===== src/rtl/smm_window_ctrl.sv =====
module smm_window_ctrl #(
  parameter int ADDR_W = 32,
  parameter int SIZE_W = 2,
  parameter logic [ADDR_W-1:0] WIN_BASE = 'h000A_0000,
  parameter logic [ADDR_W-1:0] WIN_SIZE = 'h0002_0000,
  localparam int EN_BIT   = 2,
  localparam int LOCK_BIT = 3,
  localparam int SZ_LO    = 4,
  localparam int VIOL_BIT = SZ_LO + SIZE_W,
  localparam int CFG_W    = VIOL_BIT + 1
) (
  input  logic              clk,
  input  logic              rst_n,
  input  logic              cfg_we,
  input  logic [CFG_W-1:0]  cfg_wdata,
  output logic [CFG_W-1:0]  cfg_rdata,
  input  logic [ADDR_W-1:0] ext_base,
  input  logic [ADDR_W-1:0] ext_limit,
  input  logic              req_valid,
  input  logic [ADDR_W-1:0] req_addr,
  input  logic              req_smm,
  input  logic              req_code,
  input  logic              req_ewb,
  output logic              route_dram,
  output logic              route_alt
);

  logic [1:0]        mode;
  logic              rng_en;
  logic              locked;
  logic [SIZE_W-1:0] size_f;
  logic              viol;

  logic in_win, ext_hit, go_dram, viol_set, viol_clr;

  assign in_win  = (req_addr >= WIN_BASE) && ((req_addr - WIN_BASE) < WIN_SIZE);
  assign ext_hit = rng_en && (req_addr >= ext_base) && (req_addr < ext_limit);

  always_comb begin
    go_dram = 1'b1;
    if (in_win) begin
      unique case (mode)
        2'b00: go_dram = 1'b0;
        2'b01: go_dram = 1'b1;
        2'b10: go_dram = req_smm && req_code;
        2'b11: go_dram = req_smm;
        default: go_dram = 1'b1;
      endcase
    end
  end

  assign viol_set = req_valid && ext_hit && !req_smm && !req_ewb;
  assign viol_clr = cfg_we && cfg_wdata[VIOL_BIT];

  always_ff @(posedge clk or negedge rst_n) begin
    if (!rst_n) begin
      mode       <= '0;
      rng_en     <= 1'b0;
      locked     <= 1'b0;
      size_f     <= '0;
      viol       <= 1'b0;
      route_dram <= 1'b0;
      route_alt  <= 1'b0;
    end else begin
      if (cfg_we) begin
        if (!locked) begin
          mode   <= cfg_wdata[1:0];
          rng_en <= cfg_wdata[EN_BIT];
          locked <= cfg_wdata[LOCK_BIT];
          size_f <= cfg_wdata[SZ_LO +: SIZE_W];
        end else if (mode[1]) begin
          mode[0] <= cfg_wdata[0];
        end
      end
      viol       <= viol_set || (viol && !viol_clr);
      route_dram <= req_valid && go_dram;
      route_alt  <= req_valid && !go_dram;
    end
  end

  assign cfg_rdata = {viol, size_f, locked, rng_en, mode};

endmodule


===== config.mk =====
export PLATFORM = sky130hd
export DESIGN_NAME = smm_window_ctrl
export DESIGN_NICKNAME = d
export VERILOG_FILES = /design/src/rtl/smm_window_ctrl.sv
export SDC_FILE = /design/constraint.sdc
export NUM_CORES = 1
export LEC_CHECK = 0
export CAP_MARGIN = 15
export CORE_MARGIN = 4
export CORE_UTILIZATION = 50
export CTS_BUF_LIST = sky130_fd_sc_hd__clkbuf_2
export DETAILED_ROUTE_END_ITERATION = 6
export DONT_BUFFER_PORTS = 1
export PLACE_DENSITY_LB_ADDON = 0.12
export SYNTH_ARGS = -nofsm -noshare
export SYNTH_HDL_FRONTEND = slang
export SYNTH_SLANG_ARGS = --single-unit

===== constraint.sdc =====
create_clock -name clk -period 2 [get_ports clk]
set_clock_uncertainty 0.15 [all_clocks]
set_input_delay 0.2 -clock clk [delete_from_list [all_inputs] [get_ports clk]]
set_output_delay 0.2 -clock clk [all_outputs]
set_load 0.01 [all_outputs]

==> reports/metrics.yaml, run 1 <==
sta:
  relSlewSlack_pct: 71.11
  drv_slew: 0
  max_slew.worst_pin.slew_ps: 429.5
  rsz0062_at_grt: "false"
  setup-tns-final_ps: 0
  hold_viol: 0
  fin_crit_sh_pct: 80.84
  period_needed_ps: 1617
  finalSetupViolCount: 0
  fmax_mhz: 618.5
route:
  wl_per_cell_microns: 14.38
  drcViolationCount: 0
  ant_nets: 0
  avgViaCountPerCell: 5.437
  detailedRoute.firstPassIterationCount: 4
  wl_microns: 4875
  drt_iter0_drc: 60
  via_count: 1843
finish:
  utilization_pct: 55.87
  final_layout_size_suffix_gt1_share_pct: 4.152
  final.fill_count: 413
  fin_nets: 464
  area_growth_pct: 7.147
  antennaDiodeCount: 0
  final_cell_area_sq_mm: 0.002251
synth:
  synth_nets: 453
  yosysWarnings: 0
  ys.flop_type: "dfrtp_1"
  netlist.top_cell.by_area: "ha_1"
  synth_area_leaders: "ha_1 (38%), inv_1 (12%), dfrtp_1 (11%), a21oi_1 (6.0%), nand2_1 (4.6%)"
  syn_area_sq_mm: 0.002101
  syn_avg_cell_area_sq_um: 7.530
  synth_edf_count: 0
  async_flop_share_pct: 100.0
  synth_commonest_cells: "inv_1 (68), ha_1 (64), nand2_1 (26)"
  seq_area_frac_synth_pct: 10.72
  synth_most_common_cell: "inv_1"
  ys_ff_latch: 9
  synth_top_area_share_pct: 38.12
  synth.distinct_cells: 37
  synthCells: 279
hold_path:
  hp-class: "primary input to register"
  holdPathEnd: "route_alt"
  hold_path_startpoint: "req_addr[29]"
  hold_depth: 3
power_and_ir_drop:
  static-leakage-power_nw: 1.276
  powerDensity_mw_per_mm2: 282.2
  power.total_uw: 635.3
  max-vdd-ir-drop_mv: 0.1557
critical_path:
  r2r_cells: 5
  cp.arrival_ps: 1580
  cp.required_ps: 1960
  worstSetupStartpointType: "primary input"
  r2r_end: "route_dram"
  crit-reg2reg-launch: "mode[1]"
  cp_max_fo: 3
  worst-r2r-setup-slack_ps: 440
  critPathKind: "primary input to register"
  worstSetupEndpointType: "register"
floorplanning:
  boundaryPins: 119
  start_util_pct: 52.14
  fp.dieW_microns: 72.82
  die_y_microns: 72.82
  core.rowCount: 23
  core_sq_mm: 0.004029
  dieArea_sq_mm: 0.005303
grt:
  grt_use_total_pct: 18.24
  grt_pass1_vias: 1903
  gr-usage-met2_pct: 32.57
  grt.overflow.total: 0
  antenna_found_initial: 0
  met1_usage_pct: 21.70
  use_met3_pct: 5.372
  busiest_layer: "met2"
  grt_max_degree: 10
  grt_pass1_wl_microns: 7817
placement:
  place_area_sq_mm: 0.002141
  post-dp-hpwl_microns: 4401
  globalplace.congestion: 0.8486
  portBuffers: 0
clock_network:
  path_clk_slew_ps: 90
  htree_num_levels: 1
  cts_buffers: 3
  clock_latency_ps: 250
  cts-root-buf: "clkbuf_2"
  cts_resized: 0
  cts_tree: "yes"
  cts_buffer_depth: 2
  cts.sinks: 9
job:
  max_cap_violations: 0
status:
  status: "complete, no violations"
[worst max-delay path: stages]
cell      delay [ps]
inv_1             20
ha_1             310
nand4_1          160
nor4_1           460
a22oi_1          120
a41oi_1          250
a311oi_1          60
[placed cells by master, fill, tap and decap left out, types with 4 or more instances in the layout]
master	count
clkbuf_2	4
mux2_2	5
nand2_1	26
ha_1	64
nor2_1	10
o21ai_0	16
a21oi_1	25
inv_1	68
nand3_1	5
dfrtp_1	9
dlygate4sd3_1	9
nand4_1	7
[registers in the layout (all words and copies together) (netlist names)]
signal,flops
mode,2
size_f,2
route_dram,1
route_alt,1
viol,1
rng_en,1
locked,1
[routing by layer]
metal  up-vias  wire, microns
li1        984              -
met1       771           2060
met2        82           2383
met3         6            378
met4         0             53
met5         -              0
[area by class of cell]
cell class | count | area, sq um | share of cell area, %
sequential | 9 | 225.2 | 10.01
tap | 50 | 62.56 | 2.779
clock buffer | 4 | 20.02 | 0.8894
timing repair buffer | 9 | 90.09 | 4.002
inverter | 68 | 255.2 | 11.34
multi-input combinational | 199 | 1598 | 70.98
[repair_timing]
action | in CTS | in global routing
endpoints found under the hold margin | 17 | 0
setup buffers | 0 | 0
hold buffers | 9 | 0
[per-stage QoR]
stage          hold WS, ps  cells  setup WS [ps]
5_1_grt              4.347    339          291.8
6_report             11.21    339          383.2
2_1_floorplan       -245.6    279          348.0
4_1_cts              13.43    339          362.2
3_3_place_gp        -245.4    326          139.2
3_5_place_dp        -245.4    326          91.58
[logic make-up after synthesis]
logic type	count (synthesis)	synth area share, %
fa+ha+maj	64	38.12
simple gates	68	17.39
mux	5	2.680
xor+xnor	3	1.251
compound gates	59	16.62
buf+inv	71	13.22
flops	9	10.72
[power by group]
| group | switching, mW | internal [mW] |
|---|---|---|
| clock | 0.0647 | 0.0531 |
| sequential | 0.0130 | 0.191 |
| combinational | 0.162 | 0.152 |
[worst max-delay path by stage]
stage                   from    to  slack, ps  cells past startpoint
2_1_floorplan    ext_base[5]  viol        350                      8
3_3_place_gp   ext_limit[30]  viol        140                      7
3_5_place_dp   ext_limit[30]  viol         90                      7
4_1_cts        ext_limit[30]  viol        360                      7
5_1_grt        ext_limit[30]  viol        290                      7
6_report       ext_limit[30]  viol        380                      7
Note: power is estimated with default switching activity, not from simulation.
==> inputs of run 2 (changes only) <==
==> constraint.sdc (replaced) <==
create_clock -name clk -period 1.7 [get_ports clk]
set_clock_uncertainty 0.15 [all_clocks]
set_input_delay 0.17 -clock clk [delete_from_list [all_inputs] [get_ports clk]]
set_output_delay 0.17 -clock clk [all_outputs]
set_load 0.01 [all_outputs]
==> reports/metrics.yaml, run 2 (synthesized netlist as in run 1, its figures left out) <==
status:
  status: "complete, no violations"
sta:
  hold_viol: 0  # unchanged
  fmax_mhz: 643.9
  max_slew.worst_pin.slew_ps: 401.8  # -27.77 ps
  period_needed_ps: 1553
  relSlewSlack_pct: 73.13  # +2.0 points
  fin_crit_sh_pct: 91.35
  finalSetupViolCount: 0  # unchanged
  drv_slew: 0  # unchanged
  rsz0062_at_grt: "false"
placement:
  portBuffers: 0  # unchanged
  post-dp-hpwl_microns: 4395  # -0.13%
  place_area_sq_mm: 0.002208  # +3.2%
  globalplace.congestion: 0.8302  # -2.2%
  dp_cells: 335  # +2.8%
finish:
  final_cell_mix: "inv_1 (68), ha_1 (64), nand2_1 (26)"
  area_growth_pct: 11.61
  fin_cells: 350  # +3.2%
  final_layout_size_suffix_gt1_share_pct: 7.333  # +3.2 points
  top_regs: "mode: 2 flops, size_f: 2 flops"
  regArea_sq_um: 225.2  # unchanged
  mostFrequentLayoutCell: "inv_1"
  antennaDiodeCount: 0  # unchanged
  final_cell_area_sq_mm: 0.002345  # +4.2%
  fin_nets: 475  # +2.4%
  final.fill_count: 389  # -5.8%
  multiInputGateArea_sq_mm: 0.001604  # +0.39%
critical_path:
  critPathKind: "primary input to register"
  cp_max_fo: 2  # -1
  cp.required_ps: 1660  # -300 ps
  worstSetupEndpointType: "register"
  r2r_cells: 5  # unchanged
  cp.arrival_ps: 1520  # -60 ps
  worstSetupStartpointType: "primary input"
grt:
  antenna_found_initial: 0  # unchanged
  use_met3_pct: 5.234  # -0.14 points
  grt_max_degree: 10  # unchanged
  met1_usage_pct: 21.87  # +0.17 points
  grt_use_total_pct: 18.38  # +0.14 points
  grt_pass1_vias: 1900  # -0.16%
  grt.overflow.total: 0  # unchanged
  busiest_layer: "met2"
  grt_pass1_wl_microns: 7872  # +0.70%
  gr-usage-met2_pct: 33.37  # +0.80 points
clock_network:
  clock_latency_ps: 230  # -20 ps
  cts_tree: "yes"
  cts-root-buf: "clkbuf_2"
  htree_num_levels: 1  # unchanged
  cts_buffer_depth: 2  # unchanged
  cts_buffers: 3  # unchanged
  path_clk_slew_ps: 80  # about the same
  cts.sinks: 9  # unchanged
floorplanning:
  boundaryPins: 119  # unchanged
  fp.dieW_microns: 72.82  # unchanged
  die_y_microns: 72.82  # unchanged
  start_util_pct: 52.14  # unchanged
  core.rowCount: 23  # unchanged
  dieArea_sq_mm: 0.005303  # unchanged
  core_sq_mm: 0.004029  # unchanged
route:
  wl_microns: 4897  # +0.45%
  via_count: 1873  # +1.6%
  drt_iter0_drc: 48  # -20%
  avgViaCountPerCell: 5.351  # -1.6%
  wl_per_cell_microns: 13.99  # -2.7%
  drcViolationCount: 0  # unchanged
  detailedRoute.firstPassIterationCount: 4  # unchanged
  ant_nets: 0  # unchanged
power_and_ir_drop:
  max-vdd-ir-drop_mv: 0.1771  # +14%
  powerDensity_mw_per_mm2: 326.1  # +16%
  static-leakage-power_nw: 1.330  # +4.2%
hold_path:
  hp-class: "primary input to register"
  hold_depth: 3  # unchanged
job:
  max_cap_violations: 0  # unchanged
-- run 2: cell types whose count changed in the layout (fill, tap and decap cells not counted) --
cell	before	now
nor4b_2	0	1
nor4b_1	1	0
buf_4	0	9
dlygate4sd3_1	9	11
-- run 2: cell type report --
class	instances	area share [%]
Multi-Input combinational cell	199	68.41
Inverter	68	10.89
Clock buffer	4	0.8538
Sequential cell	9	9.605
Tap cell	50	2.668
Timing Repair Buffer	20	7.577
-- run 2: final timing paths --
path                         startpoint          to  slack, ps
max reg2reg                     mode[0]  route_dram        230
max                         ext_base[5]        viol        150
min                        req_addr[26]   route_alt         40
min in group asynchronous         rst_n   size_f[0]        140
max in group asynchronous         rst_n        viol        980
min reg2reg                      locked      locked        430
-- run 2: metrics by stage --
stage | setup slack, ps | util, % | hold WS (ps) | setup TNS, ps | power (mW)
detailed placement | -100.2 | 54.81 | -275.3 | -100.2 | 0.6121
global route | 26.37 | 58.20 | 19.94 | 0 | 0.8629
global placement | -75.33 | 54.81 | -275.4 | -75.33 | 0.6038
floorplan | 78.00 | - | -275.6 | 0 | 0.5245
CTS | 157.5 | 58.04 | 8.320 | 0 | 0.7795
finish | 147.1 | 58.20 | 37.21 | 0 | 0.7646
-- run 2: where the power goes --
| part | internal [mW] | switching, mW | total [mW] |
|---|---|---|---|
| logic | 0.197 | 0.200 | 0.396 |
| clock network | 0.0626 | 0.0676 | 0.130 |
| registers | 0.225 | 0.0134 | 0.238 |
| total | 0.484 | 0.281 | 0.765 |
-- run 2: critical path: stages --
cell and delay [ps]:
inv_1 30, ha_1 290, a21o_1 190, a211o_1 290, a21oi_1 160, o21ai_0 130, a31oi_1 200, a311oi_1 70
-- run 2: layer usage --
metal	up-vias	routed length, microns
met5	-	0
met4	0	32
met3	4	375
met2	75	2435
met1	790	2054
li1	1004	-
-- run 2: timing repair --
action	in CTS	in global routing
endpoints found under the hold margin	17	0
hold buffers	11	0
setup buffers	0	0
setup endpoints to repair	0	1
gates resized for setup	0	1
